**src/rtl/spi_rb_pkg.sv**
```systemverilog
package spi_rb_pkg;
  localparam int WORD_BITS  = 32;
  localparam int BYTE_BITS  = 8;
  localparam int NUM_BYTES  = WORD_BITS / BYTE_BITS;
  localparam int RATE_CODES = 4;
  localparam int ADDR_CTRL  = 0;
  localparam int ADDR_STAT  = 1;
  localparam int ADDR_DATA  = 2;

  typedef logic [WORD_BITS-1:0] word_t;

  typedef enum logic [2:0] {
    ST_IDLE,
    ST_LEAD,
    ST_RUN,
    ST_TAIL,
    ST_WB
  } seq_state_t;

  // number of bits in a frame for a length code
  function automatic int frame_bits(input logic [1:0] len);
    return BYTE_BITS * (int'(len) + 1);
  endfunction

  // SCLK half period in system clocks for a rate code
  function automatic int half_cycles(input logic [1:0] rate, input int base);
    return base << (RATE_CODES - 1 - int'(rate));
  endfunction

  function automatic word_t frame_mask(input int nb);
    if (nb >= WORD_BITS) return '1;
    return (word_t'(1) << nb) - word_t'(1);
  endfunction

  // frame bits moved down to the low end
  function automatic word_t extract_frame(input word_t w, input logic [1:0] len);
    int nb;
    nb = frame_bits(len);
    return (w >> (WORD_BITS - nb)) & frame_mask(nb);
  endfunction

  // one shift step: the received bit enters at the far end
  function automatic word_t step_frame(input word_t fr, input logic b,
                                       input logic [1:0] len, input logic lsb);
    int nb;
    nb = frame_bits(len);
    if (lsb) return ((fr >> 1) | (word_t'(b) << (nb - 1))) & frame_mask(nb);
    return ((fr << 1) | word_t'(b)) & frame_mask(nb);
  endfunction

  function automatic logic out_bit(input word_t fr, input logic [1:0] len, input logic lsb);
    int nb;
    nb = frame_bits(len);
    return lsb ? fr[0] : fr[nb-1];
  endfunction

  // received frame placed back over the top bytes of the word
  function automatic word_t merge_frame(input word_t w, input word_t fr, input logic [1:0] len);
    int nb;
    int sh;
    nb = frame_bits(len);
    sh = WORD_BITS - nb;
    return (fr << sh) | (w & ~(frame_mask(nb) << sh));
  endfunction
endpackage

```
**src/rtl/spi_rb_regs.sv**
```systemverilog
module spi_rb_regs
  import spi_rb_pkg::*;
(
  input  logic       clk,
  input  logic       rst_n,
  input  logic [2:0] bus_addr,
  input  logic       bus_wr,
  input  logic [7:0] bus_wdata,
  output logic [7:0] bus_rdata,
  input  logic       busy,
  input  logic       wb,
  input  word_t      rx_frame,
  output logic       cpol,
  output logic       cpha,
  output logic [1:0] len,
  output logic       manual,
  output logic [2:0] sel,
  output logic       irq_en,
  output logic       lsb_first,
  output logic [1:0] rate,
  output word_t      word,
  output logic       start,
  output word_t      start_word
);
  localparam logic [2:0] A_CTRL = 3'(ADDR_CTRL);
  localparam logic [2:0] A_STAT = 3'(ADDR_STAT);
  localparam logic [2:0] A_TOP  = 3'(ADDR_DATA + NUM_BYTES - 1);

  logic [7:0] ctrl_q;
  logic       irq_en_q;
  logic       lsb_q;
  logic [1:0] rate_q;
  logic [7:0] data_q [NUM_BYTES];
  logic       wr_ok;
  word_t      merged;

  assign wr_ok = bus_wr && !busy;
  assign start = wr_ok && (bus_addr == A_TOP);
  assign merged = merge_frame(word, rx_frame, len);
  assign start_word = {bus_wdata, word[WORD_BITS-BYTE_BITS-1:0]};

  always_ff @(posedge clk or negedge rst_n) begin
    if (!rst_n) begin
      ctrl_q   <= '0;
      irq_en_q <= 1'b0;
      lsb_q    <= 1'b0;
      rate_q   <= '0;
    end else if (wr_ok) begin
      if (bus_addr == A_CTRL) ctrl_q <= bus_wdata;
      if (bus_addr == A_STAT) begin
        irq_en_q <= bus_wdata[1];
        lsb_q    <= bus_wdata[2];
        rate_q   <= bus_wdata[5:4];
      end
    end
  end

  for (genvar g = 0; g < NUM_BYTES; g++) begin : g_byte
    localparam logic [2:0] A_BYTE = 3'(ADDR_DATA + g);
    always_ff @(posedge clk or negedge rst_n) begin
      if (!rst_n)
        data_q[g] <= '0;
      else if (wb)
        data_q[g] <= merged[g*BYTE_BITS +: BYTE_BITS];
      else if (wr_ok && bus_addr == A_BYTE)
        data_q[g] <= bus_wdata;
    end
    assign word[g*BYTE_BITS +: BYTE_BITS] = data_q[g];
  end

  always_comb begin
    bus_rdata = '0;
    case (bus_addr)
      3'd0: bus_rdata = ctrl_q;
      3'd1: bus_rdata = {2'b00, rate_q, 1'b0, lsb_q, irq_en_q, busy};
      3'd2: bus_rdata = data_q[0];
      3'd3: bus_rdata = data_q[1];
      3'd4: bus_rdata = data_q[2];
      3'd5: bus_rdata = data_q[3];
      default: bus_rdata = '0;
    endcase
  end

  assign cpol      = ctrl_q[7];
  assign cpha      = ctrl_q[6];
  assign len       = ctrl_q[5:4];
  assign manual    = ctrl_q[3];
  assign sel       = ctrl_q[2:0];
  assign irq_en    = irq_en_q;
  assign lsb_first = lsb_q;
  assign rate      = rate_q;
endmodule

```
**src/rtl/spi_rb_seq.sv**
```systemverilog
module spi_rb_seq
  import spi_rb_pkg::*;
#(
  parameter int BASE_HALF = 2
) (
  input  logic       clk,
  input  logic       rst_n,
  input  logic       start,
  input  logic [1:0] rate,
  input  logic [1:0] len,
  output logic       busy,
  output logic       ss_active,
  output logic       sclk_phase,
  output logic       edge_now,
  output logic       lead_now,
  output logic       trail_now,
  output logic       first_edge,
  output logic       finish,
  output logic       wb
);
  localparam int MAX_HALF = BASE_HALF << (RATE_CODES - 1);
  localparam int CNT_W    = $clog2(MAX_HALF + 1);
  localparam int EDGE_W   = $clog2(2 * WORD_BITS + 1);

  seq_state_t        st_q;
  logic [CNT_W-1:0]  cnt_q;
  logic [CNT_W-1:0]  half_m1;
  logic [EDGE_W-1:0] k_q;
  logic [EDGE_W-1:0] last_k;
  logic              phase_q;
  logic              in_shift;

  assign half_m1    = CNT_W'(half_cycles(rate, BASE_HALF) - 1);
  assign last_k     = EDGE_W'(2 * frame_bits(len) - 1);
  assign in_shift   = (st_q == ST_LEAD) || (st_q == ST_RUN);
  assign edge_now   = in_shift && (cnt_q == '0);
  assign lead_now   = edge_now && !k_q[0];
  assign trail_now  = edge_now && k_q[0];
  assign first_edge = (k_q == '0);
  assign finish     = (st_q == ST_TAIL) && (cnt_q == '0);
  assign wb         = (st_q == ST_WB);
  assign busy       = (st_q != ST_IDLE);
  assign ss_active  = in_shift || (st_q == ST_TAIL);
  assign sclk_phase = phase_q;

  always_ff @(posedge clk or negedge rst_n) begin
    if (!rst_n) begin
      st_q    <= ST_IDLE;
      cnt_q   <= '0;
      k_q     <= '0;
      phase_q <= 1'b0;
    end else begin
      case (st_q)
        ST_IDLE: if (start) begin
          st_q    <= ST_LEAD;
          cnt_q   <= half_m1;
          k_q     <= '0;
          phase_q <= 1'b0;
        end
        ST_LEAD, ST_RUN: begin
          if (cnt_q != '0) begin
            cnt_q <= cnt_q - CNT_W'(1);
          end else begin
            phase_q <= ~phase_q;
            cnt_q   <= half_m1;
            k_q     <= k_q + EDGE_W'(1);
            st_q    <= (k_q == last_k) ? ST_TAIL : ST_RUN;
          end
        end
        ST_TAIL: begin
          if (cnt_q != '0) cnt_q <= cnt_q - CNT_W'(1);
          else             st_q  <= ST_WB;
        end
        ST_WB:   st_q <= ST_IDLE;
        default: st_q <= ST_IDLE;
      endcase
    end
  end
endmodule

```
**src/rtl/spi_rb_shift.sv**
```systemverilog
module spi_rb_shift
  import spi_rb_pkg::*;
(
  input  logic       clk,
  input  logic       rst_n,
  input  logic       start,
  input  word_t      start_word,
  input  logic [1:0] len,
  input  logic       lsb_first,
  input  logic       cpha,
  input  logic       miso,
  input  logic       lead_now,
  input  logic       trail_now,
  input  logic       first_edge,
  input  logic       finish,
  output logic       mosi,
  output word_t      frame
);
  word_t fr_q;
  logic  rx_q;
  logic  sample_evt;
  logic  shift_evt;

  // phase 0: sample on leading, shift on trailing
  // phase 1: sample on trailing, shift on later leading edges and once after the last edge
  assign sample_evt = cpha ? trail_now : lead_now;
  assign shift_evt  = cpha ? ((lead_now && !first_edge) || finish) : trail_now;

  always_ff @(posedge clk or negedge rst_n) begin
    if (!rst_n) begin
      fr_q <= '0;
      rx_q <= 1'b0;
    end else begin
      if (start)      fr_q <= extract_frame(start_word, len);
      else if (shift_evt) fr_q <= step_frame(fr_q, rx_q, len, lsb_first);
      if (sample_evt) rx_q <= miso;
    end
  end

  assign mosi  = out_bit(fr_q, len, lsb_first);
  assign frame = fr_q;
endmodule

```
**src/rtl/spi_regbus_master.sv**
```systemverilog
module spi_regbus_master
  import spi_rb_pkg::*;
#(
  parameter int NUM_SS    = 8,
  parameter int BASE_HALF = 2
) (
  input  logic              clk,
  input  logic              rst_n,
  input  logic [2:0]        bus_addr,
  input  logic              bus_wr,
  input  logic [7:0]        bus_wdata,
  output logic [7:0]        bus_rdata,
  output logic              sclk,
  output logic              mosi,
  input  logic              miso,
  output logic [NUM_SS-1:0] ss_n,
  input  logic              slave_irq,
  output logic              irq
);
  logic       cpol_w, cpha_w, manual_w, irq_en_w, lsb_w;
  logic [1:0] len_w, rate_w;
  logic [2:0] sel_w;
  word_t      word_w, start_word_w, frame_w;
  logic       start_w, busy_w, ss_act_w, phase_w;
  logic       edge_w, lead_w, trail_w, first_w, finish_w, wb_w;

  spi_rb_regs i_regs (
    .clk(clk), .rst_n(rst_n),
    .bus_addr(bus_addr), .bus_wr(bus_wr), .bus_wdata(bus_wdata), .bus_rdata(bus_rdata),
    .busy(busy_w), .wb(wb_w), .rx_frame(frame_w),
    .cpol(cpol_w), .cpha(cpha_w), .len(len_w), .manual(manual_w), .sel(sel_w),
    .irq_en(irq_en_w), .lsb_first(lsb_w), .rate(rate_w),
    .word(word_w), .start(start_w), .start_word(start_word_w)
  );

  spi_rb_seq #(.BASE_HALF(BASE_HALF)) i_seq (
    .clk(clk), .rst_n(rst_n), .start(start_w), .rate(rate_w), .len(len_w),
    .busy(busy_w), .ss_active(ss_act_w), .sclk_phase(phase_w),
    .edge_now(edge_w), .lead_now(lead_w), .trail_now(trail_w),
    .first_edge(first_w), .finish(finish_w), .wb(wb_w)
  );

  spi_rb_shift i_shift (
    .clk(clk), .rst_n(rst_n), .start(start_w), .start_word(start_word_w),
    .len(len_w), .lsb_first(lsb_w), .cpha(cpha_w), .miso(miso),
    .lead_now(lead_w), .trail_now(trail_w), .first_edge(first_w), .finish(finish_w),
    .mosi(mosi), .frame(frame_w)
  );

  assign sclk = phase_w ^ cpol_w;
  assign irq  = irq_en_w && slave_irq;

  for (genvar g = 0; g < NUM_SS; g++) begin : g_ss
    assign ss_n[g] = !((sel_w == 3'(g)) && (manual_w || ss_act_w));
  end
endmodule

```
**config.mk**
```make
export PLATFORM = sky130hd
export DESIGN_NAME = spi_regbus_master
export DESIGN_NICKNAME = d
export VERILOG_FILES = /design/src/rtl/spi_rb_pkg.sv /design/src/rtl/spi_rb_regs.sv /design/src/rtl/spi_rb_seq.sv /design/src/rtl/spi_rb_shift.sv /design/src/rtl/spi_regbus_master.sv
export SDC_FILE = /design/constraint.sdc
export NUM_CORES = 1
export LEC_CHECK = 0
export ABC_AREA = 1
export BUFFER_PORTS_ARGS = -buffer_cell sky130_fd_sc_hd__clkbuf_2
export CORE_MARGIN = 1
export CORE_UTILIZATION = 35
export CTS_BUF_LIST = sky130_fd_sc_hd__clkbuf_8 sky130_fd_sc_hd__clkbuf_16
export CTS_CLUSTER_SIZE = 25
export DETAILED_ROUTE_END_ITERATION = 6
export GPL_ROUTABILITY_DRIVEN = 0
export RECOVER_POWER = 25
export REMOVE_ABC_BUFFERS = 1
export SYNTH_ARGS = -nofsm -noshare
export SYNTH_HDL_FRONTEND = slang
export SYNTH_SLANG_ARGS = --single-unit
```
**constraint.sdc**
```tcl
create_clock -name clk -period 6.5 [get_ports clk]
set_clock_uncertainty 0.15 [all_clocks]
set_input_delay 0.975 -clock clk [delete_from_list [all_inputs] [get_ports clk]]
set_output_delay 0.975 -clock clk [all_outputs]
set_load 0.005 [all_outputs]
```
==> metrics <==
switching portion of total power=25.36%; WL final=23620 um; cells on worst reg2reg path=11; final hold vios=0; grt total ovfl=0; final period utilization=66.25%; share of cells above drive strength 1=7.525%; Synth top cells by count=413 x nand2_1, 115 x o21ai_0, 101 x inv_1; Ports=35; pin count of the biggest net entering global routing=69; vias in the first global route=6884; clock tree buffer depth=2; Die Y=142.1 um; synthesized area per cell=6.256 um2; Net Sw Power=0.0003019 W; reg-to-reg endpoint=i_regs.start_word[20]; postcts setup bufs=0; die area=0.02019 mm2; final setup TNS=0 ns; ys flop type=dfrtp_1; GR Util All Layers=24.74%; Ys Warns=0; row count=50; Syn Inst Count=1098; CTS Hold Buffers Added=0; Final setup viols=0; H-tree Lvls=3; Die Wd=142.1 um; ANT cells=0; Clk network pwr share=44.1%; internal power=0.0008885 W; Max Cap Violations=1; min-delay worst type=reg -> reg; ys async rst share=100.0%; Yosys cell types=37; EDFF count, synth=0; post-synth top area cell=dfrtp_1; headroom to the max-slew limit=-81.60%; Worst Setup Start Kind=flip-flop; worst hold start=i_regs.start_word[21]; half-perimeter wire length after placement=17070 um; number of buffers created by CTS=9; status=finished with violations; RR Startpoint=i_regs.ctrl_q[4]; Clock transition at path regs=0.08 ns; leakage power=3.880 nW; Yosys top cell area share=33.88%; final net count=1125; hold worst-path end=i_regs.start_word[21]; Worst IR Drop VDD=0.0001255 V; CTS tree=done; Fmax=0.2322 GHz; Setup crit end kind=output pin; sequential area share after synthesis=33.88%; area added between synthesis and finish=8.962%; initial antenna violation count=0; hold path depth=2; Design Power=0.001190 W; Clock Sinks=93; CP max FO=30; via/cell ratio=5.379; post-synthesis cell area=0.006869 mm2; top-count cell post-synth=nand2_1; Reg2Reg Setup Slack=2.74 ns; sequential share of power=49.4%; DR pass1 iterations=7; number of synthesized register bits=93; PostCTS Resize Cnt=0; Pwr Density=159.1 mW/mm2; kind of critical path=reg -> out; Gate power share=6.5%; Routed Antenna Nets=0; core area=0.01896 mm2; clk_lat worst skew=0.36 ns; # port buffers=34; Critical Path AT=3.18 ns; max-slew violation count=49; Vias=7331; first-pass GRT wire length=38380 um; Final Critical Period=4.306 ns; Initial Utilization=36.24%; post-route DRC violation count=0; DRT iter0 DRCs=857; Root Driver=clkbuf_16; RSZ-0062 raised after global routing=false; Least-Margin Pin Slew=2.724 ns; Crit path required time=5.37 ns; most area-consuming cells after synthesis=dfrtp_1 34%, nand2_1 23%, o21ai_0 8.4%; failing checks=capacitance limit, slew limit; WL per Instance=17.33 um
-- stage by stage --
stage	utilization [%]	hold WS [ns]	worst slack [ns]	instances	area (um2)
floorplan	-	0.2988	1.826	1043	6618
finish	39.49	0.3383	2.194	1363	7485
detailed placement	37.98	0.3152	2.717	1347	7199
global placement	37.98	0.3134	2.788	1347	7199
global route	39.49	0.3595	2.018	1363	7485
CTS	39.51	0.3341	2.318	1363	7488
-- area by class of cell --
cell class	instances	area (um2)
fill	2072	11470
timing repair buffer	44	244.0
clock inverter	5	36.28
inverter	107	401.6
multi-input combinational	843	3896
sequential	93	2328
clock buffer	11	252.7
tap	260	325.3
-- how the worst max path moves through the flow --
stage | from | to
detailed placement | i_regs.ctrl_q[4] | mosi
finish | i_regs.ctrl_q[4] | mosi
floorplan | i_regs.ctrl_q[4] | mosi
global placement | i_regs.ctrl_q[4] | mosi
global route | i_regs.ctrl_q[4] | mosi
CTS | i_regs.ctrl_q[4] | mosi
-- critical path: stages, from the launching register on --
cell and delay, ns:
dfrtp_2 0.41, inv_2 0.38, ha_1 0.88, inv_1 0.35, nand2_1 0.17, nand2_1 0.08, nand2_1 0.09, nand3_1 0.08
o21ai_0 0.18, clkbuf_2 0.19
-- registers in the layout (all words and copies together), names as in the netlist --
name	flops
i_seq.k_q	7
i_regs.lsb_first	1
i_seq.st_q	3
i_regs.rate	2
i_shift.rx_q	1
i_regs.ctrl_q	8
i_regs.word	8
i_regs.irq_en	1
i_seq.sclk_phase	1
i_shift.frame	32
i_regs.start_word	24
i_seq.cnt_q	5
-- power by group through the flow --
stage / registers [W] / clock network, W / logic (W)
6_report: 0.000588 / 0.000525 / 0.0000774
3_5_place_dp: 0.000599 / 0 / 0.0000780
3_3_place_gp: 0.000599 / 0 / 0.0000782
4_1_cts: 0.000587 / 0.000535 / 0.0000782
5_1_grt: 0.000588 / 0.000555 / 0.0000866
2_1_floorplan: 0.000596 / 0 / 0.0000362
-- cell usage in the layout (no fill, tap or decap), drive strengths merged --
cell type,Yosys,final
a21oi,33,33
a22oi,7,7
a31oi,8,8
buf,27,10
clkbuf,28,45
clkinv,0,1
clkinvlp,0,2
dfrtp,93,93
ha,11,11
inv,107,109
nand2,418,418
nand3,91,91
nand3b,2,2
nand4,6,6
nor2,87,87
nor3,10,10
nor3b,1,1
o2111ai,4,4
o211ai,9,9
o21ai,117,117
o21bai,1,1
o22ai,23,23
o31ai,3,3
or2,2,2
xnor2,7,7
xor2,3,3
-- layer usage --
metal	vias up	track usage (%)	part of all wire (%)	wire length [um]
met5	-	0	0	0
met4	0	10.47	3.3	770
met3	54	3.836	6.4	1520
met2	298	36.84	44	10470
met1	3441	35.33	46	10860
li1	3538	-	-	-
-- cells by family (layout without fill, tap and decap cells) --
group | after synthesis | in the layout | synth area share, %
buffers and inverters | 162 | 167 | 9.508
XOR/XNOR | 10 | 10 | 1.275
AND/OR/NAND/NOR | 617 | 617 | 36.56
AO/OA/AOI/OAI | 205 | 205 | 16.78
flip-flops | 93 | 93 | 33.88
adder cells (fa/ha/maj) | 11 | 11 | 2.004
(Power assumes the default switching activity.)
